$ cat config.mk
export PLATFORM = sky130hd
export DESIGN_NAME = dram_sequencer
export DESIGN_NICKNAME = d
export VERILOG_FILES = /design/src/rtl/dram_seq_pkg.sv /design/src/rtl/dram_seq_delay.sv /design/src/rtl/dram_seq_refresh_timer.sv /design/src/rtl/dram_seq_fsm.sv /design/src/rtl/dram_sequencer.sv
export SDC_FILE = /design/constraint.sdc
export NUM_CORES = 1
export LEC_CHECK = 0
export BUFFER_PORTS_ARGS = -buffer_cell sky130_fd_sc_hd__buf_2
export CORE_AREA = 2 2 82 84
export DETAILED_ROUTE_END_ITERATION = 10
export DIE_AREA = 0 0 84 86
export GPL_TIMING_DRIVEN = 1
export MAX_ROUTING_LAYER = met4
export PLACE_DENSITY = 0.65
export SYNTH_ARGS = -nofsm -noshare
export SYNTH_HDL_FRONTEND = slang
export SYNTH_HIERARCHICAL = 1
export SYNTH_SLANG_ARGS = --single-unit
$ cat constraint.sdc
create_clock -name clk -period 2.8 [get_ports clk]
set_clock_uncertainty 0.1 [all_clocks]
set_input_delay 0.42 -clock clk [delete_from_list [all_inputs] [get_ports clk]]
set_output_delay 0.42 -clock clk [all_outputs]
set_load 0.01 [all_outputs]
$ cat src/rtl/dram_seq_pkg.sv
`timescale 1ns/1ps
package dram_seq_pkg;

    typedef enum logic [2:0] {
        ST_IDLE,
        ST_ROW,
        ST_COL,
        ST_CAS_UP,
        ST_PRECHARGE,
        ST_REF_CAS,
        ST_REF_RAS
    } seq_state_t;

    function automatic int max2(input int a, input int b);
        return (a > b) ? a : b;
    endfunction

endpackage

$ cat src/rtl/dram_seq_delay.sv
`timescale 1ns/1ps
// Down-counter that times how long the sequencer stays in a state.
module dram_seq_delay #(
    parameter int CNT_W = 4
) (
    input  logic             clk,
    input  logic             rst_n,
    input  logic             load,
    input  logic [CNT_W-1:0] load_val,
    output logic             expired
);

    logic [CNT_W-1:0] remain;

    always_ff @(posedge clk or negedge rst_n) begin
        if (!rst_n) begin
            remain <= '0;
        end else if (load) begin
            remain <= load_val;
        end else if (remain != '0) begin
            remain <= remain - 1'b1;
        end
    end

    assign expired = (remain == '0);

endmodule

$ cat src/rtl/dram_seq_refresh_timer.sv
`timescale 1ns/1ps
// Free-running interval timer; raises a pending flag once per period.
module dram_seq_refresh_timer #(
    parameter int REF_CYCLES = 700
) (
    input  logic clk,
    input  logic rst_n,
    input  logic ack,
    output logic pending
);

    localparam int TW = $clog2(REF_CYCLES + 1);
    localparam logic [TW-1:0] LAST = TW'(REF_CYCLES - 1);

    logic [TW-1:0] tick;
    logic          wrap;

    assign wrap = (tick == LAST);

    always_ff @(posedge clk or negedge rst_n) begin
        if (!rst_n) begin
            tick <= '0;
        end else if (wrap) begin
            tick <= '0;
        end else begin
            tick <= tick + 1'b1;
        end
    end

    always_ff @(posedge clk or negedge rst_n) begin
        if (!rst_n) begin
            pending <= 1'b0;
        end else if (wrap) begin
            pending <= 1'b1;
        end else if (ack) begin
            pending <= 1'b0;
        end
    end

endmodule

$ cat src/rtl/dram_seq_fsm.sv
`timescale 1ns/1ps
// Strobe sequencer: state register, next-state decode, Moore output decode.
module dram_seq_fsm
    import dram_seq_pkg::*;
#(
    parameter int CNT_W    = 4,
    parameter int D_ROW    = 3,
    parameter int D_COL    = 9,
    parameter int D_CASUP  = 1,
    parameter int D_PRE    = 9,
    parameter int D_REFCAS = 1,
    parameter int D_REFRAS = 12
) (
    input  logic             clk,
    input  logic             rst_n,
    input  logic             req,
    input  logic             ref_pending,
    input  logic             expired,
    output logic             load,
    output logic [CNT_W-1:0] load_val,
    output logic             ref_ack,
    output logic             accept,
    output logic             capture,
    output logic             ras_n,
    output logic             cas_n,
    output logic             col_phase,
    output logic             we_phase
);

    seq_state_t state, state_nx;

    // State register
    always_ff @(posedge clk or negedge rst_n) begin
        if (!rst_n) begin
            state <= ST_IDLE;
        end else begin
            state <= state_nx;
        end
    end

    // Next state
    always_comb begin
        state_nx = state;
        unique case (state)
            ST_IDLE: begin
                if (ref_pending) begin
                    state_nx = ST_REF_CAS;
                end else if (req) begin
                    state_nx = ST_ROW;
                end
            end
            ST_ROW:       if (expired) state_nx = ST_COL;
            ST_COL:       if (expired) state_nx = ST_CAS_UP;
            ST_CAS_UP:    if (expired) state_nx = ST_PRECHARGE;
            ST_PRECHARGE: if (expired) state_nx = ST_IDLE;
            ST_REF_CAS:   if (expired) state_nx = ST_REF_RAS;
            ST_REF_RAS:   if (expired) state_nx = ST_PRECHARGE;
            default:      state_nx = ST_IDLE;
        endcase
    end

    // Dwell counter reload on every state change
    assign load = (state_nx != state);

    always_comb begin
        load_val = '0;
        unique case (state_nx)
            ST_ROW:       load_val = CNT_W'(D_ROW - 1);
            ST_COL:       load_val = CNT_W'(D_COL - 1);
            ST_CAS_UP:    load_val = CNT_W'(D_CASUP - 1);
            ST_PRECHARGE: load_val = CNT_W'(D_PRE - 1);
            ST_REF_CAS:   load_val = CNT_W'(D_REFCAS - 1);
            ST_REF_RAS:   load_val = CNT_W'(D_REFRAS - 1);
            default:      load_val = '0;
        endcase
    end

    assign ref_ack = (state == ST_IDLE) && ref_pending;
    assign accept  = (state == ST_IDLE) && !ref_pending && req;
    assign capture = (state == ST_COL) && expired;

    // Outputs
    always_comb begin
        ras_n     = 1'b1;
        cas_n     = 1'b1;
        col_phase = 1'b0;
        we_phase  = 1'b0;
        unique case (state)
            ST_ROW: begin
                ras_n    = 1'b0;
                we_phase = 1'b1;
            end
            ST_COL: begin
                ras_n     = 1'b0;
                cas_n     = 1'b0;
                col_phase = 1'b1;
                we_phase  = 1'b1;
            end
            ST_CAS_UP: begin
                ras_n = 1'b0;
            end
            ST_REF_CAS: begin
                cas_n = 1'b0;
            end
            ST_REF_RAS: begin
                ras_n = 1'b0;
                cas_n = 1'b0;
            end
            default: begin
                ras_n = 1'b1;
                cas_n = 1'b1;
            end
        endcase
    end

endmodule

$ cat src/rtl/dram_sequencer.sv
`timescale 1ns/1ps
module dram_sequencer
    import dram_seq_pkg::*;
#(
    parameter int ADDR_W     = 20,
    parameter int DATA_W     = 8,
    parameter int T_PRE      = 9,
    parameter int T_RAS      = 12,
    parameter int T_RCD      = 3,
    parameter int T_RCD_MAX  = 9,
    parameter int T_CAS      = 3,
    parameter int T_CAC      = 3,
    parameter int T_RAC      = 12,
    parameter int T_CSR      = 1,
    parameter int T_CHR      = 3,
    parameter int REF_CYCLES = 700
) (
    input  logic                  clk,
    input  logic                  rst_n,
    input  logic                  req,
    input  logic                  req_we,
    input  logic [ADDR_W-1:0]     req_addr,
    input  logic [DATA_W-1:0]     req_wdata,
    output logic [DATA_W-1:0]     rd_data,
    output logic                  done,
    output logic                  dram_ras_n,
    output logic                  dram_cas_n,
    output logic                  dram_we_n,
    output logic [ADDR_W/2-1:0]   dram_addr,
    output logic [DATA_W-1:0]     dram_dq_o,
    output logic                  dram_dq_oe,
    input  logic [DATA_W-1:0]     dram_dq_i
);

    localparam int HALF     = ADDR_W / 2;
    // CAS-low dwell: long enough for CAS width, access times and RAS width
    localparam int D_COL    = max2(max2(T_CAS, T_CAC),
                                   max2(T_RAC - T_RCD, T_RAS - T_RCD - 1));
    localparam int D_REFRAS = max2(T_RAS, T_CHR);
    localparam int D_MAX    = max2(max2(max2(T_RCD, D_COL), max2(T_PRE, T_CSR)),
                                   max2(D_REFRAS, 2));
    localparam int CNT_W    = $clog2(D_MAX + 1);

    logic             ref_pending, ref_ack;
    logic             tmr_load, tmr_expired;
    logic [CNT_W-1:0] tmr_val;
    logic             accept, capture, col_phase, we_phase;

    logic [ADDR_W-1:0] addr_q;
    logic              we_q;
    logic [DATA_W-1:0] wdata_q;

    dram_seq_refresh_timer #(
        .REF_CYCLES (REF_CYCLES)
    ) u_ref (
        .clk     (clk),
        .rst_n   (rst_n),
        .ack     (ref_ack),
        .pending (ref_pending)
    );

    dram_seq_delay #(
        .CNT_W (CNT_W)
    ) u_dly (
        .clk      (clk),
        .rst_n    (rst_n),
        .load     (tmr_load),
        .load_val (tmr_val),
        .expired  (tmr_expired)
    );

    dram_seq_fsm #(
        .CNT_W    (CNT_W),
        .D_ROW    (T_RCD),
        .D_COL    (D_COL),
        .D_CASUP  (1),
        .D_PRE    (T_PRE),
        .D_REFCAS (T_CSR),
        .D_REFRAS (D_REFRAS)
    ) u_fsm (
        .clk         (clk),
        .rst_n       (rst_n),
        .req         (req),
        .ref_pending (ref_pending),
        .expired     (tmr_expired),
        .load        (tmr_load),
        .load_val    (tmr_val),
        .ref_ack     (ref_ack),
        .accept      (accept),
        .capture     (capture),
        .ras_n       (dram_ras_n),
        .cas_n       (dram_cas_n),
        .col_phase   (col_phase),
        .we_phase    (we_phase)
    );

    // Request latch
    always_ff @(posedge clk or negedge rst_n) begin
        if (!rst_n) begin
            addr_q  <= '0;
            we_q    <= 1'b0;
            wdata_q <= '0;
        end else if (accept) begin
            addr_q  <= req_addr;
            we_q    <= req_we;
            wdata_q <= req_wdata;
        end
    end

    // Read capture and completion strobe
    always_ff @(posedge clk or negedge rst_n) begin
        if (!rst_n) begin
            rd_data <= '0;
            done    <= 1'b0;
        end else begin
            done <= capture;
            if (capture && !we_q) begin
                rd_data <= dram_dq_i;
            end
        end
    end

    assign dram_addr  = col_phase ? addr_q[HALF-1:0] : addr_q[ADDR_W-1:HALF];
    assign dram_we_n  = !(we_phase && we_q);
    assign dram_dq_oe = we_phase && we_q;
    assign dram_dq_o  = wdata_q;

endmodule

==> run_results.csv <==
group,metric,value,unit
worst_setup_path,endpoint_kind,"primary output",
timing,hold_slack,-0.00790,ns
global_routing,antenna_found_initial,0,
final_layout,multi_input_area,0.00118,mm^2
timing,finalCriticalPeriod,2.45,ns
synthesis,ys.flop_type,"dfrtp_1",
synthesis,synth_cell_types,49,
final_layout,area_growth,17.8,%
synthesis,synth.most_common_cell,"dfrtp_1",
timing,maxSlewViolCount,0,
global_routing,grt-ovfl-total,0,
flow_run,max-cap-violations,0,
clock_tree,clk_path_buf_depth,2,
worst_setup_path,reg2regPathDepth,8,
floorplan,die_y,86,um
synthesis,ys_seq_area_share,51.4,%
power_and_ir_drop,irDropWorstVdd,0.000570,V
global_routing,grt_max_degree,33,
worst_setup_path,r2r_end,"u_dly/remain[3]",
final_layout,diodes,0,
power_and_ir_drop,leakage,0.00153,uW
synthesis,synth_edf_count,0,
synthesis,yosysWarnings,6,
worst_setup_path,critical_path.max_fanout,16,
synthesis,syn_nets,261,
clock_tree,clk_latency,0.30,ns
synthesis,synthArstFlopShare,100,%
clock_tree,hold_buffers,0,
timing,timing.final.crit_share,87.4,%
floorplan,rows,29,
routing,drc,0,
synthesis,synth_seq_cells,56,
place,place_congestion,0.792,
routing,wl_per_cell,13.4,um
timing,hold_violations,5,
clock_tree,cts.repair_timing.setup_buffer_count,0,
clock_tree,cts.repair.resized,0,
floorplan,die_x,84,um
final_layout,fillers,584,
power_and_ir_drop,pwr_density_cell,949,mW/mm^2
worst_setup_path,crit_type,"flop to primary output",
floorplan,die_area,0.00722,mm^2
worst_setup_path,worstPathRequired,2.28,ns
floorplan,core-area,0.00628,mm^2
routing,wl,4920,um
min_path,hold_class,"input pin to async pin",
timing,finalWorstSetupSlack,0.353,ns
timing,tightestPinTransition,0.696,ns
final_layout,seq_area,0.00140,mm^2
routing,dr_total_vias,1892,
timing,fin_setup_tns,0,ns
synthesis,synth.area.top_cells,"dfrtp_1 (51%), mux2_2 (16%), mux2_4 (5.5%), buf_6 (2.1%), mux2i_1 (1.8%)",
place,dp_slack,0.438,ns
worst_setup_path,r2r_setup_slack,0.44,ns
global_routing,first_global_vias,1864,
clock_tree,cts_tree,"yes",
clock_tree,cts.sinks,56,
final_layout,nets,330,
routing,via_per_inst,5.17,
clock_tree,cts_root_buf,"clkbuf_8",
place,io_buffers,70,
worst_setup_path,timing.rr.start,"u_dly/remain[0]",
worst_setup_path,cp.arrival,1.93,ns
clock_tree,htreeDepth,2,
place,dp.final_hpwl,3630,um
synthesis,synthCells,219,
timing,max_freq,0.409,GHz
synthesis,synth_common_cells,"dfrtp_1 (56), mux2_2 (38), inv_1 (11), mux2_4 (10)",
floorplan,initial_core_util,43.5,%
worst_setup_path,crit_path_start_kind,"flop",
global_routing,grt.total_usage,14.8,%
synthesis,synth_area_per_cell,12.5,um^2
floorplan,io_pins,71,
outcome,violations,"negative hold slack",
synthesis,yosysTopAreaCellShare,51.4,%
clock_tree,clk_pin_slew_worst_paths,0.10,ns
clock_tree,numCtsBuffers,5,
synthesis,synth_area,0.00273,mm^2
timing,max_slew_margin,53.2,%
timing,rsz0062_at_grt,"false",
synthesis,yosysTopAreaCell,"dfrtp_1",
global_routing,grt_pass1_wl,8480,um
final_layout,drive_above_1_share,47.4,%
routing,drt_iter0_drc,116,
outcome,status,"finished, violations left",
timing,setup_viol,0,
routing,drtPass1Iterations,4,
routing,ant_nets,0,
-- metal layers --
layer	part of all wire [%]	track usage, %
met1	45	18.9
met5	0	-
met4	1.1	3.96
met2	48	24.1
met3	5.6	3.46
-- metrics by stage --
stage               std cells  utilization (%)  cell area, um^2  hold slack (ns)  total power, uW
finish                    366             51.2             3210         -0.00790             3050
global route              366             51.2             3210           0.0149             3280
CTS                       366             51.2             3210         0.000338             3100
detailed placement        358             49.7             3120            0.341             2630
global placement          358             49.7             3120            0.340             2600
floorplan                 219                -             2730           0.0244             2270
-- power by group --
| part | switching, uW | leakage, uW | internal, uW |
|---|---|---|---|
| registers | 209 | 0.000692 | 1110 |
| clock network | 252 | 0.0000445 | 202 |
| logic | 561 | 0.000793 | 721 |
-- registers in the layout, summed over array words and instances, names as in the netlist --
name           flops
rd_data            8
dram_dq_o          8
u_fsm/state        3
u_ref/tick        10
u_ref/pending      1
done               1
addr_q            20
we_q               1
u_dly/remain       4
-- cell usage in the layout (no fill, tap or decap), types with 6 or more instances in the layout --
cell type,Yosys,routed
mux2_2,38,38
nand2_1,7,7
buf_4,2,6
a21oi_1,6,6
nor2_1,7,7
inv_1,11,11
mux2_4,10,10
clkbuf_8,0,6
dfrtp_1,56,56
buf_2,4,70
-- layout make-up --
class	instances	share of cell area, %
clock buffer	7	2.69
clock inverter	1	0.234
timing repair buffer	76	12.3
tap	77	3.00
sequential	56	43.6
multi-input combinational	136	36.7
inverter	13	1.52
-- worst max path at each step --
stage                    startpoint  cells past startpoint         endpoint
CTS                  u_fsm/state[0]                      5     dram_addr[6]
global route         u_fsm/state[1]                      5     dram_addr[5]
global placement    u_dly/remain[0]                      8  u_dly/remain[3]
floorplan           u_dly/remain[0]                      9       rd_data[0]
finish               u_fsm/state[0]                      5     dram_addr[6]
detailed placement  u_dly/remain[0]                      8  u_dly/remain[3]
-- critical path, stage by stage (launching register included) --
cell,delay [ns]
dfrtp_1,0.55
nand2b_1,0.27
nor2_1,0.12
buf_4,0.20
mux2_2,0.35
buf_2,0.14
-- kinds of logic (layout without fill, tap and decap cells) --
kind of cell | count (synthesis) | after routing | share of synthesized area [%]
fa+ha+maj | 3 | 3 | 1.33
compound gates | 33 | 33 | 8.44
flops | 56 | 56 | 51.4
buf+inv | 27 | 97 | 5.64
simple gates | 43 | 43 | 9.08
mux | 53 | 53 | 23.0
xor+xnor | 3 | 3 | 0.963
other cells | 1 | 1 | 0.137
Note: power is estimated with default switching activity, not from simulation.
